**src/rtl/wct_pkg.sv**
```systemverilog
package wct_pkg;

  typedef enum logic [1:0] {
    STEP_HOLD = 2'd0,
    STEP_UP   = 2'd1,
    STEP_DOWN = 2'd2
  } step_e;

endpackage

```
**src/rtl/wct_phase_err.sv**
```systemverilog
module wct_phase_err #(
  parameter int TAP_W = 5
) (
  input  logic [TAP_W-1:0]        center,
  input  logic [TAP_W-1:0]        trans_tap,
  output logic signed [TAP_W-1:0] err
);

  logic [TAP_W-1:0] diff;

  // Wrap-around distance, reinterpreted as two's complement.
  always_comb begin
    diff = trans_tap - center;
    err  = signed'(diff);
  end

endmodule

```
**src/rtl/wct_loop_filter.sv**
```systemverilog
module wct_loop_filter
  import wct_pkg::*;
#(
  parameter int TAP_W  = 5,
  parameter int FRAC_W = 4,
  parameter int K_MAX  = 4,
  parameter int K_W    = 3
) (
  input  logic                    clk,
  input  logic                    rst,
  input  logic                    en,
  input  logic                    clr,
  input  logic signed [TAP_W-1:0] err,
  input  logic [K_W-1:0]          shift_k,
  output step_e                   step
);

  localparam int ACC_W = TAP_W + FRAC_W + 1;
  localparam logic signed [ACC_W-1:0] ONE     = ACC_W'(1 << FRAC_W);
  localparam logic signed [ACC_W-1:0] NEG_ONE = -ONE;
  localparam logic signed [ACC_W-1:0] LIM_P   = ONE - ACC_W'(1);
  localparam logic signed [ACC_W-1:0] LIM_N   = -LIM_P;

  logic signed [ACC_W-1:0] acc_q, acc_d;
  logic signed [ACC_W-1:0] err_x, scaled, sum, rem;
  logic [K_W-1:0]          k_eff;

  always_comb begin
    k_eff  = (shift_k > K_W'(K_MAX)) ? K_W'(K_MAX) : shift_k;
    err_x  = {{(ACC_W-TAP_W){err[TAP_W-1]}}, err};
    scaled = (err_x <<< FRAC_W) >>> k_eff;
    sum    = acc_q + scaled;
    step   = STEP_HOLD;
    rem    = sum;
    acc_d  = acc_q;
    if (en) begin
      if (sum >= ONE) begin
        step  = STEP_UP;
        rem   = sum - ONE;
        acc_d = (rem > LIM_P) ? LIM_P : rem;
      end else if (sum <= NEG_ONE) begin
        step  = STEP_DOWN;
        rem   = sum + ONE;
        acc_d = (rem < LIM_N) ? LIM_N : rem;
      end else begin
        acc_d = sum;
      end
    end
  end

  always_ff @(posedge clk) begin
    if (rst || clr) acc_q <= '0;
    else            acc_q <= acc_d;
  end

  AST_ACC_RANGE: assert property (@(posedge clk) disable iff (rst)
    (acc_q > NEG_ONE) && (acc_q < ONE));
  AST_ACC_HOLD: assert property (@(posedge clk) disable iff (rst)
    (!en && !clr) |=> $stable(acc_q));
  AST_ACC_CLEAR: assert property (@(posedge clk) disable iff (rst)
    clr |=> (acc_q == '0));

endmodule

```
**src/rtl/wct_window.sv**
```systemverilog
module wct_window #(
  parameter int TAP_W = 5
) (
  input  logic             clk,
  input  logic             rst,
  input  logic [TAP_W-1:0] center_d,
  input  logic [TAP_W-1:0] width,
  input  logic [TAP_W-1:0] offset,
  output logic [TAP_W-1:0] edge_lo,
  output logic [TAP_W-1:0] edge_hi
);

  logic [TAP_W-1:0] mid, half, span;

  always_comb begin
    half = width >> 1;
    mid  = center_d + offset;
    span = edge_hi - edge_lo;
  end

  always_ff @(posedge clk) begin
    if (rst) begin
      edge_lo <= '0;
      edge_hi <= '0;
    end else begin
      edge_lo <= mid - half;
      edge_hi <= mid + half;
    end
  end

  AST_EDGE_SPAN: assert property (@(posedge clk) disable iff (rst)
    !rst |=> (span == TAP_W'({$past(width) >> 1, 1'b0})));

endmodule

```
**src/rtl/wcenter_track.sv**
```systemverilog
module wcenter_track
  import wct_pkg::*;
#(
  parameter int TAPS   = 32,
  parameter int FRAC_W = 4,
  parameter int K_MAX  = 4,
  parameter int K_W    = 3
) (
  input  logic                     clk,
  input  logic                     rst,
  input  logic                     trans_valid,
  input  logic [$clog2(TAPS)-1:0]  trans_tap,
  input  logic                     zps_req,
  input  logic [K_W-1:0]           shift_k,
  input  logic [$clog2(TAPS)-1:0]  win_width,
  input  logic [$clog2(TAPS)-1:0]  win_offset,
  output logic [$clog2(TAPS)-1:0]  center_tap,
  output logic [$clog2(TAPS)-1:0]  edge_lo,
  output logic [$clog2(TAPS)-1:0]  edge_hi
);

  localparam int TAP_W = $clog2(TAPS);

  logic                    armed_q;
  logic                    load;
  logic [TAP_W-1:0]        center_d;
  logic signed [TAP_W-1:0] err;
  step_e                   step;

  wct_phase_err #(.TAP_W(TAP_W)) u_err (
    .center    (center_tap),
    .trans_tap (trans_tap),
    .err       (err)
  );

  wct_loop_filter #(
    .TAP_W  (TAP_W),
    .FRAC_W (FRAC_W),
    .K_MAX  (K_MAX),
    .K_W    (K_W)
  ) u_filt (
    .clk     (clk),
    .rst     (rst),
    .en      (trans_valid && !load),
    .clr     (load),
    .err     (err),
    .shift_k (shift_k),
    .step    (step)
  );

  always_comb begin
    load = trans_valid && (armed_q || zps_req);
    if (load) center_d = trans_tap;
    else begin
      case (step)
        STEP_UP:   center_d = center_tap + TAP_W'(1);
        STEP_DOWN: center_d = center_tap - TAP_W'(1);
        default:   center_d = center_tap;
      endcase
    end
  end

  always_ff @(posedge clk) begin
    if (rst) begin
      center_tap <= '0;
      armed_q    <= 1'b1;
    end else begin
      center_tap <= center_d;
      if (load)         armed_q <= 1'b0;
      else if (zps_req) armed_q <= 1'b1;
    end
  end

  wct_window #(.TAP_W(TAP_W)) u_win (
    .clk      (clk),
    .rst      (rst),
    .center_d (center_d),
    .width    (win_width),
    .offset   (win_offset),
    .edge_lo  (edge_lo),
    .edge_hi  (edge_hi)
  );

  AST_ONE_TAP_STEP: assert property (@(posedge clk) disable iff (rst)
    (trans_valid && !armed_q && !zps_req) |=>
      (center_tap == $past(center_tap) ||
       center_tap == TAP_W'($past(center_tap) + TAP_W'(1)) ||
       center_tap == TAP_W'($past(center_tap) - TAP_W'(1))));
  AST_IDLE_HOLD: assert property (@(posedge clk) disable iff (rst)
    !trans_valid |=> $stable(center_tap));
  AST_ZPS_LOAD: assert property (@(posedge clk) disable iff (rst)
    (trans_valid && (armed_q || zps_req)) |=> (center_tap == $past(trans_tap)));
  AST_RESET_VALUE: assert property (@(posedge clk)
    rst |=> (center_tap == '0));

endmodule

```
**config.mk**
```make
export PLATFORM = sky130hd
export DESIGN_NAME = wcenter_track
export DESIGN_NICKNAME = d
export VERILOG_FILES = /design/src/rtl/wct_pkg.sv /design/src/rtl/wct_phase_err.sv /design/src/rtl/wct_loop_filter.sv /design/src/rtl/wct_window.sv /design/src/rtl/wcenter_track.sv
export SDC_FILE = /design/constraint.sdc
export NUM_CORES = 1
export LEC_CHECK = 0
export ABC_AREA = 1
export BUFFER_PORTS_ARGS = -buffer_cell sky130_fd_sc_hd__buf_2
export CAP_MARGIN = 10
export CELL_PAD_IN_SITES_DETAIL_PLACEMENT = 0
export CELL_PAD_IN_SITES_GLOBAL_PLACEMENT = 1
export CORE_MARGIN = 3
export CORE_UTILIZATION = 38
export CTS_BUF_LIST = sky130_fd_sc_hd__clkbuf_2
export DETAILED_ROUTE_END_ITERATION = 6
export PLACE_DENSITY = 0.86
export SLEW_MARGIN = 20
export SYNTH_ARGS = -nofsm -noshare
export SYNTH_HDL_FRONTEND = slang
export SYNTH_HIERARCHICAL = 1
export SYNTH_SLANG_ARGS = --single-unit
```
**constraint.sdc**
```tcl
create_clock -name clk -period 6.63 [get_ports clk]
set_clock_uncertainty 0.1 [all_clocks]
set_input_delay 1.326 -clock clk [delete_from_list [all_inputs] [get_ports clk]]
set_output_delay 1.326 -clock clk [all_outputs]
set_load 0.05 [all_outputs]
```
After elaboration in Yosys (flattened, before gate mapping)
Cells that the tools add are included.
W data, S select, Z words.
{"block": "totals", "regBits": 26, "latch_bits": 0, "mem_bits_rw": 0, "mem_bits_ro": 0, "elab_cells": 40, "memories": 0}
{"block": "op_classes", "addsub": 9, "mul": 0, "n_div": 0, "magnitude_cmp": 5, "n_eq_ne": 2, "shifts": 1, "mux": 12, "bitwise": 0, "reduce_logical": 6}
{"operator": "$mux W10", "count": 4}
{"operator": "$add A10 B10 Y10", "count": 1}
{"operator": "$add A10 B6 Y10 const B", "count": 1}
{"operator": "$ge A10 B6 Y1 const B", "count": 1}
{"operator": "$gt A10 B5 Y1 const B", "count": 1}
{"operator": "$le A10 B5 Y1 const B", "count": 1}
{"operator": "$lt A10 B5 Y1 const B", "count": 1}
{"operator": "$pmux W5 S2", "count": 1}
{"operator": "$sshr A9 B3 Y10", "count": 1}
{"operator": "$sub A10 B6 Y10 const B", "count": 1}
{"operator": "$mux W2", "count": 3}
{"operator": "$add A5 B1 Y5 const B", "count": 1}
{"operator": "$add A5 B4 Y5", "count": 1}
{"operator": "$add A5 B5 Y5", "count": 1}
{"operator": "$mux W5", "count": 1}
{"operator": "$sub A5 B1 Y5 const B", "count": 1}
{"operator": "$sub A5 B4 Y5", "count": 1}
{"operator": "$sub A5 B5 Y5", "count": 1}
{"operator": "$gt A3 B3 Y1 const B", "count": 1}
{"operator": "$mux W3", "count": 1}
{"operator": "$eq A2 B1 Y1 const B", "count": 1}
{"operator": "$eq A2 B2 Y1 const B", "count": 1}
{"operator": "$logic_and A1 B1 Y1", "count": 2}
{"operator": "$logic_or A1 B1 Y1", "count": 2}
{"operator": "3 further kinds", "count": 4}

Longest topological paths before layout
Gate-level depths: netlist of the first run.
{"block": "depth", "word_depth": 13, "ltp_mapped": 51, "ltp_nobuf": 51}

Modules after synthesis
Netlist of the first run, hierarchy kept.
{"mod": "wct_loop_filter", "n_inst": 1, "cells_per_inst": 289, "area_per_inst_um2": 1624.1, "seq_area_each_um2": 200.2}
{"mod": "wct_window", "n_inst": 1, "cells_per_inst": 92, "area_per_inst_um2": 696.9, "seq_area_each_um2": 180.2}
{"mod": "wcenter_track", "n_inst": 1, "cells_per_inst": 83, "area_per_inst_um2": 501.7, "seq_area_each_um2": 120.1}
{"mod": "wct_phase_err", "n_inst": 1, "cells_per_inst": 33, "area_per_inst_um2": 187.7, "seq_area_each_um2": 0.0}

Worst setup path after synthesis of the first run
OpenSTA, ideal clock, no wires.
{"block": "synth_timing", "path_type": "input port to flip-flop", "start": "input port trans_tap[0]", "end": "register u_win.edge_hi[4]", "t_arrival_ns": 6.913, "setup_slack_ns": -0.498, "cell_stages": 41, "n_path_buf": 0, "path_cell_list": "inv_1 > ha_1 > inv_1 > fa_1 > inv_1 > o21ai_0 > mux2i_1 > nor2_1 > ha_1 > inv_1 > fa_1 > inv_1 > nand3_1 > nand3b_1 > nand2_1 > inv_1 > ha_1 > nand3_1 > [5 not listed] > inv_1 > ha_1 > nand2_1 > inv_1 > nor2_1 > ha_1 > nor2_1 > o21ai_0 > o21ai_0 > inv_1 > fa_1 > inv_1 > fa_1 > nand3b_1 > nand2_1 > nand3_1 > nand2_1 > nor2_1"}
{"block": "synth_between", "elab_chain_cells": 12, "word_cells_on_any_way": 14, "classes_between": "add/sub: 4; order compare: 2; eq/ne: 2; shift: 1; mux: 5"}
{"item": "start: declaration", "line_no": "wcenter_track.sv:12", "text": "input logic [$clog2(TAPS)-1:0] trans_tap,"}
{"item": "$sub A5 B5 Y5 (*)", "line_no": "wct_phase_err.sv:13", "text": "diff = trans_tap - center;"}
{"item": "named net err[1]", "line_no": "wcenter_track.sv:27", "text": "logic signed [TAP_W-1:0] err;"}
{"item": "$sshr A9 B3 Y10 (*)", "line_no": "wct_loop_filter.sv:31", "text": "scaled = (err_x <<< FRAC_W) >>> k_eff;"}
{"item": "$add A10 B10 Y10 (*)", "line_no": "wct_loop_filter.sv:32", "text": "sum = acc_q + scaled;"}
{"item": "$le A10 B5 Y1", "line_no": "wct_loop_filter.sv:41", "text": "end else if (sum <= NEG_ONE) begin"}
{"item": "$mux W2", "line_no": "wct_loop_filter.sv:41"}
{"item": "$mux W2 (*)", "line_no": "wct_loop_filter.sv:37", "text": "if (sum >= ONE) begin"}
{"item": "$mux W2 (*)", "line_no": "wct_loop_filter.sv:36", "text": "if (en) begin"}
{"item": "named net step[1]", "line_no": "wcenter_track.sv:28", "text": "step_e step;"}
{"item": "$eq A2 B2 Y1 or $eq A2 B1 Y1 (tied branches)", "line_no": "wcenter_track.sv:55", "text": "case (step)"}
{"item": "$pmux W5 S2 (*)", "line_no": "wcenter_track.sv:55"}
{"item": "$mux W5 (*)", "line_no": "wcenter_track.sv:53", "text": "if (load) center_d = trans_tap;"}
{"item": "named net center_d[1]", "line_no": "wcenter_track.sv:26", "text": "logic [TAP_W-1:0] center_d;"}
{"item": "$add A5 B5 Y5 (*)", "line_no": "wct_window.sv:17", "text": "mid = center_d + offset;"}
{"item": "$add A5 B4 Y5 (*)", "line_no": "wct_window.sv:27", "text": "edge_hi <= mid + half;"}
{"item": "end signal: assignment", "line_no": "wct_window.sv:27"}
{"item": "end: declaration", "line_no": "wct_window.sv:10", "text": "output logic [TAP_W-1:0] edge_hi"}
Mark *: on every way through the listed nets, which the timed path passes. The rest lies on a longest branch.
A chain may end at the register's enable or synchronous reset.

Final worst setup path of the first run
Ends and elaborated chain as after synthesis.

==> metrics.md, run 1 <==
| Metric | Value |
|---|---|
| Post-synthesis sequential area ratio | `0.166` |
| Initial antenna violation count | `0` |
| Rel. slew slack | `0.631` |
| Slew @ Worst Pin | `0.552 ns` |
| TritonRoute pass-1 iters | `4` |
| Post-Route Utilization | `0.593` |
| Row count | `31` |
| Status | `completed` |
| Worst setup EP type | `register` |
| Ranking of synthesized cells by area | `dfxtp_1, nand2_1, ha_1` |
| Most used DFF post-synth | `dfxtp_1` |
| Largest net degree at the start of global routing | `19` |
| Worst r2r src | `center_tap[2]$_SDFF_PP0_` |
| Clock sinks | `25` |
| Crit path buf inv count | `10` |
| Tot GR Track Use | `0.194` |
| F_max | `0.151 GHz` |
| Synth Cell Area | `3010 um2` |
| Syn-to-layout area delta | `47.5%` |
| Clock-pin slew on the worst setup and hold paths | `0.26 ns` |
| Vias in the first global route | `3418` |
| Slowest cell delay on critical path | `0.41 ns` |
| Root Buffer | `clkbuf_2` |
| Share of layout cells above drive strength 1 | `0.382` |
| Design Area, Final | `4440 um2` |
| I/O Buffers | `35` |
| Commonest non-fill, non-tap cell in the layout | `nand2_1` |
| CTS tree | `done` |
| Syn Area/Cell | `6.06 um2` |
| Top cell type's share of synthesized area | `0.166` |
| Synthesized Nets | `559` |
| Crit path time final | `6.63 ns` |
| WHS Endpoint | `u_filt/acc_q[9]$_SDFFE_PP0P_` |
| DP Wirelength | `6790 um` |
| First-pass GRT wire length | `14300 um` |
| VDD IR max | `0.198 mV` |
| Min-delay worst type | `register to register` |
| N_diodes | `0` |
| Post-synthesis cell type count | `37` |
| CP Max Fanout | `4` |
| Final setup viols | `0` |
| Gpl congestion | `0.848` |
| Fin Setup TNS | `0 ns` |
| Via/cell ratio | `4.82` |
| Post-synth EDFFs | `0` |
| I/O pin count | `37` |
| Max-cap violations | `0` |
| Most frequent cells in the layout | `nand2_1, buf_4, inv_1, nor2_1, nand3_1` |
| Leak | `2.33 nW` |
| Flip-flop and latch count after synthesis | `25` |
| Detail Route Antenna Nets | `0` |
| R2R setup slack | `0.58 ns` |
| Nets | `691` |
| Post-synth top area cell | `dfxtp_1` |
| Worst hold stages | `2` |
| Worst R2R Path Depth | `45` |
| GRT overflow | `0` |
| CP top delay family | `adder cells` |
| H-tree Lvls | `1` |
| Vias | `3506` |
| Power per cell area | `210 nW/um2` |
| RSZ-0062 raised after global routing | `yes` |
| Critical Path RT | `6.83 ns` |
| Yosys warns | `6` |
| Pins Over Slew Limit | `0` |
| DP Area | `4040 um2` |
| Worst r2r dst | `u_win/edge_hi[4]$_SDFF_PP0_` |
| Hold_sp | `u_filt/acc_q[9]$_SDFFE_PP0P_` |
| Clock Tree Buf Depth | `2` |
| Die W | `95.0 um` |
| CORE AREA | `7490 um2` |
| Syn Inst Count | `497` |
| DR WL/cell | `11.8 um` |
| FFs w/ async S/R, synth | `0` |
| DRC | `0` |
| Worst skew pair latency | `0.36 ns` |
| DRT Wirelength | `8590 um` |
| DIE HEIGHT | `95.0 um` |
| Starting DRT DRC Count | `211` |
| CP Launch Type | `input pin` |
| DP Worst Slack | `-0.695 ns` |
| Data arrival, critical path | `6.83 ns` |
| Critical path's slowest cell | `fa_2` |
| Die area | `9030 um2` |
| Starting density of the core | `0.402` |
| Final setup margin | `0.00291 ns` |
| Path type of the worst setup path | `input pin to register` |
| Tcrit/Tclk final | `1.00` |
| Final hold viol count | `0` |
| Cts bufs inserted | `3` |
==> stage by stage <==
stage | hold WS, ns | cells | total power (W)
after floorplan | 0.385 | 497 | 0.000585
after global placement | 0.423 | 705 | 0.000778
after detailed placement | 0.434 | 705 | 0.000785
after CTS | 0.472 | 716 | 0.000876
after global routing | 0.501 | 727 | 0.00101
final | 0.468 | 727 | 0.000931
==> registers in the layout (all words and copies together), names as in the netlist <==
register	flops
u_filt/acc_q	10
center_tap	5
u_win/edge_hi	5
u_win/edge_lo	4
armed_q	1
==> area by class of cell <==
| cell class | count | area (um2) |
|---|---|---|
| fillers | 727 | 3040 |
| multi-input cells | 376 | 2510 |
| repair buffers | 131 | 918 |
| flip-flops and latches | 25 | 500 |
| inverters | 92 | 363 |
| well taps | 99 | 124 |
| clock buffers | 3 | 15.0 |
| clock inverters | 1 | 7.51 |
==> timing repair <==
item	in CTS	in global routing
pin swaps	18	35
endpoints found under the setup margin	8	8
setup buffers	7	11
hold buffers	0	0
gates resized for setup	20	37
==> metal layers <==
layer  wire, um  part of all wire  global-route usage  up-vias
met2       4240              0.49               0.350       54
met1       4020              0.47               0.251     1608
met5          0                 0                   0        -
li1           -                 -                   -     1836
met3        262             0.031              0.0207        8
met4         60            0.0070              0.0325        0
==> cells in the mapped netlist (2+ instances only) <==
cell type	instances
nand2_1	126
inv_1	84
nor2_1	50
nand3_1	46
ha_1	35
a21oi_1	31
dfxtp_1	25
o21ai_0	23
nand2_2	9
inv_2	8
xor2_1	8
o21ai_1	7
fa_1	5
xnor2_1	4
a21oi_2	3
nand4_1	3
nor2_2	3
nor3_1	3
clkbuf_1	2
nand2_4	2
nand3b_1	2
nor2_4	2
or2_1	2
==> worst reg2reg max path, delay by kind of cell, from the launching register on <==
family,cells,cell delay (ns)
XOR/XNOR,2,0.35
flip-flops,1,0.54
adder cells (fa/ha/maj),8,1.90
buffers and inverters,9,0.53
AND/OR/NAND/NOR,20,1.77
multiplexers,1,0.12
AO/OA/AOI/OAI,5,0.69
==> power breakdown <==
group          leakage [nW]  switching [W]  internal [W]
registers             0.206     0.00000881      0.000170
logic                  2.12       0.000397      0.000292
clock network        0.0126      0.0000496     0.0000140
total                  2.33       0.000456      0.000476
==> cells by family after synthesis <==
| logic type | Yosys count | share of synthesized area |
|---|---|---|
| compound gates | 70 | 0.125 |
| xor+xnor | 12 | 0.0349 |
| fa+ha+maj | 40 | 0.179 |
| buf+inv | 96 | 0.121 |
| flops | 25 | 0.166 |
| mux | 1 | 0.00333 |
| simple gates | 253 | 0.370 |
==> how the worst max path moves through the flow <==
stage               depth (start not counted)         start                           to  slack, ns
CTS                                        49  trans_tap[0]  u_win/edge_hi[4]$_SDFF_PP0_       0.02
global placement                           43  trans_tap[0]  u_win/edge_hi[4]$_SDFF_PP0_      -0.64
floorplan                                  42  trans_tap[0]  u_win/edge_hi[4]$_SDFF_PP0_      -0.12
finish                                     45  trans_tap[0]  u_win/edge_hi[4]$_SDFF_PP0_      0.003
detailed placement                         43  trans_tap[0]  u_win/edge_hi[4]$_SDFF_PP0_      -0.69
global route                               46  trans_tap[0]  u_win/edge_lo[4]$_SDFF_PP0_      -0.31
Note: power is estimated with default switching activity, not from simulation.
==> inputs of run 2 (changes only) <==
PLACE_DENSITY = 0.77   (was 0.86)
==> run 2 against run 1 <==
Against the previous run:
- first-iteration DRC count shrank 45%
- clock-buffer cell count unchanged
- sequential power is essentially flat
- register-to-register slack lost 0.08 ns
- maximum frequency is 0.15% higher
- clock power fell by 5.3%
- worst hold slack worse by 0.0055 ns
- combinational power shrank 0.6%
- power shrank 0.79%
- critical endpoint is now u_win/edge_lo[4]$_SDFF_PP0_
==> metrics.md, run 2 (same netlist as run 1, synthesis figures left out) <==
| Metric | Value |
|---|---|
| Status | `completed (unchanged)` |
| Worst skew pair latency | `0.34 ns (was 0.36 ns)` |
| Power per cell area | `206 nW/um2 (was 210 nW/um2)` |
| CTS Hold Bufs | `0 (unchanged)` |
| Die area | `9030 um2 (unchanged)` |
| Vias | `3397 (was 3506)` |
| CP top delay family | `adder cells (unchanged)` |
| Clock sinks | `25 (unchanged)` |
| Critical path's slowest cell | `fa_2 (unchanged)` |
| CP Max Fanout | `3 (was 4)` |
| Root Buffer | `clkbuf_2 (unchanged)` |
| Sw Pwr | `0.000445 W (was 0.000456 W)` |
| First-pass GRT wire length | `13600 um (was 14300 um)` |
| Internal | `0.000479 W (was 0.000476 W)` |
| Worst hold stages | `2 (unchanged)` |
| Data arrival, critical path | `6.78 ns (was 6.83 ns)` |
| Row count | `31 (unchanged)` |
| Most frequent cells in the layout | `nand2_1, buf_4, inv_1, nor2_1, nand3_1 (unchanged)` |
| Via/cell ratio | `4.66 (was 4.82)` |
| Final setup viols | `0 (unchanged)` |
| Hold_sp | `u_filt/acc_q[7]$_SDFFE_PP0P_ (was u_filt/acc_q[9]$_SDFFE_PP0P_)` |
| Pins Over Slew Limit | `0 (unchanged)` |
| Die W | `95.0 um (unchanged)` |
| Syn-to-layout area delta | `49.1% (was 47.5%)` |
| Commonest non-fill, non-tap cell in the layout | `nand2_1 (unchanged)` |
| Total power | `0.000924 W (was 0.000931 W)` |
| H-tree Lvls | `1 (unchanged)` |
| N_diodes | `0 (unchanged)` |
| Final setup margin | `0.0129 ns (was 0.00291 ns)` |
| Final Non-Filler Cells | `729 (was 727)` |
| Worst r2r dst | `u_win/edge_lo[4]$_SDFF_PP0_ (was u_win/edge_hi[4]$_SDFF_PP0_)` |
| Stages on worst setup path | `46 (was 45)` |
| CTS tree | `done (unchanged)` |
| Rel. slew slack | `0.636 (was 0.631)` |
| Switching share of total power | `0.481 (was 0.489)` |
| F_max | `0.151 GHz (about the same)` |
| Worst R2R Path Depth | `47 (was 45)` |
| Crit path time final | `6.62 ns (was 6.63 ns)` |
| Slowest cell delay on critical path | `0.57 ns (was 0.41 ns)` |
| DP Wirelength | `6640 um (was 6790 um)` |
| Tot GR Track Use | `0.184 (was 0.194)` |
| Tcrit/Tclk final | `0.998 (was 1.00)` |
| Worst r2r src | `center_tap[1]$_SDFF_PP0_ (was center_tap[2]$_SDFF_PP0_)` |
| Gpl congestion | `0.870 (was 0.848)` |
| Number of fill cells | `727 (unchanged)` |
| R2R setup slack | `0.50 ns (was 0.58 ns)` |
| Nets | `693 (was 691)` |
| Slew @ Worst Pin | `0.544 ns (was 0.552 ns)` |
| Detail Route Antenna Nets | `0 (unchanged)` |
| Clock Tree Buf Depth | `2 (unchanged)` |
| Met1 GRT Util | `0.241 (was 0.251)` |
| Crit path buf inv count | `11 (was 10)` |
| Share of layout cells above drive strength 1 | `0.383 (was 0.382)` |
| Design Area, Final | `4490 um2 (was 4440 um2)` |
| Starting density of the core | `0.402 (unchanged)` |
| WHS Endpoint | `u_filt/acc_q[7]$_SDFFE_PP0P_ (was u_filt/acc_q[9]$_SDFFE_PP0P_)` |
| M2 GR Usage | `0.333 (was 0.350)` |
| Critical Path RT | `6.79 ns (was 6.83 ns)` |
| CP Launch Type | `input pin (unchanged)` |
| CORE AREA | `7490 um2 (unchanged)` |
| VDD IR max | `0.142 mV (was 0.198 mV)` |
| Leak | `2.36 nW (was 2.33 nW)` |
| DP Area | `4060 um2 (was 4040 um2)` |
| Path type of the worst setup path | `input pin to register (unchanged)` |
| DIE HEIGHT | `95.0 um (unchanged)` |
| Min-delay worst type | `register to register (unchanged)` |
| Starting DRT DRC Count | `115 (was 211)` |
| Cts bufs inserted | `3 (unchanged)` |
| Max reg flops | `10 (unchanged)` |
| Worst hold slack | `0.463 ns (was 0.468 ns)` |
| I/O Buffers | `35 (unchanged)` |
| Initial antenna violation count | `0 (unchanged)` |
| Final hold viol count | `0 (unchanged)` |
| Reg power frac | `0.194 (was 0.192)` |
| RSZ-0062 raised after global routing | `yes (unchanged)` |
| Largest net degree at the start of global routing | `19 (unchanged)` |
| Largest regs | `u_filt/acc_q x10, center_tap x5, u_win/edge_hi x5 (unchanged)` |
| Top reg by flops | `u_filt/acc_q (unchanged)` |
| GRT overflow | `0 (unchanged)` |
| Clock power share | `0.065 (was 0.068)` |
| DRT Wirelength | `8150 um (was 8590 um)` |
| Most Used Layer, Global Route | `met2 (unchanged)` |
| Max-cap violations | `0 (unchanged)` |
| TritonRoute pass-1 iters | `4 (unchanged)` |
| Placed Instances | `707 (was 705)` |
| I/O pin count | `37 (unchanged)` |
| Grt met3 use | `0.0167 (was 0.0207)` |
| DR WL/cell | `11.2 um (was 11.8 um)` |
| Vias in the first global route | `3201 (was 3418)` |
| Worst setup EP type | `register (unchanged)` |
| Clock-pin slew on the worst setup and hold paths | `0.25 ns (was 0.26 ns)` |
| DRC | `0 (unchanged)` |
| DP Worst Slack | `-0.688 ns (was -0.695 ns)` |
| Combinational power share | `0.741 (was 0.739)` |
run 2: cell types whose count changed in the layout (fill, tap and decap cells not counted), sizes merged:
| cell | previous run | this run |
|---|---|---|
| buf | 131 | 133 |
run 2: timing repair:
action,in CTS,in global routing
pin swaps,23,41
gates resized for setup,20,39
gates cloned,0,0
hold endpoints to repair,0,0
setup buffers,7,11
endpoints found under the setup margin,8,8
run 2: cell type report:
type                    instances  area, um2  share of cell area
repair buffers                133        933               0.208
multi-input cells             376       2540               0.566
inverters                      92        368              0.0819
clock inverters                 1       7.51             0.00167
clock buffers                   3       15.0             0.00334
flip-flops and latches         25        500               0.111
well taps                      99        124              0.0276
run 2: how the worst max path moves through the flow:
stage,from,to,slack [ns]
floorplan,trans_tap[0],u_win/edge_hi[4]$_SDFF_PP0_,-0.12
global placement,trans_tap[0],u_win/edge_lo[4]$_SDFF_PP0_,-0.64
detailed placement,trans_tap[0],u_win/edge_lo[4]$_SDFF_PP0_,-0.69
CTS,trans_tap[0],u_win/edge_lo[4]$_SDFF_PP0_,0.005
global route,trans_tap[0],u_win/edge_lo[4]$_SDFF_PP0_,-0.33
finish,trans_tap[0],u_win/edge_lo[4]$_SDFF_PP0_,0.01
run 2: power by group through the flow:
stage / clock network, W / registers (W) / logic (W)
4_1_cts: 0.0000662 / 0.000179 / 0.000630
2_1_floorplan: 0 / 0.000246 / 0.000339
3_5_place_dp: 0 / 0.000182 / 0.000605
6_report: 0.0000602 / 0.000179 / 0.000685
5_1_grt: 0.0000717 / 0.000181 / 0.000761
3_3_place_gp: 0 / 0.000182 / 0.000601
run 2: per-layer routing:
layer  part of all wire  wire, um
met3              0.021       172
met4             0.0041        33
met1               0.48      3920
met5                  0         0
met2               0.49      4020
run 2: stage by stage:
step                 util  setup TNS, ns
CTS                 0.561              0
global route        0.600          -1.24
finish              0.600              0
detailed placement  0.542          -4.68
floorplan               -         -0.326
global placement    0.542          -4.25
run 2: worst reg2reg max path, delay by kind of cell (launching register included):
family                     cells  cell delay [ns]
and+or+nand+nor               23             1.84
adders and majority gates      8             1.83
AOI/OAI and AO/OA              4             0.63
xor gates and xnor gates       2             0.35
DFF                            1             0.59
buffers and inverters          9             0.62
muxes                          1             0.11
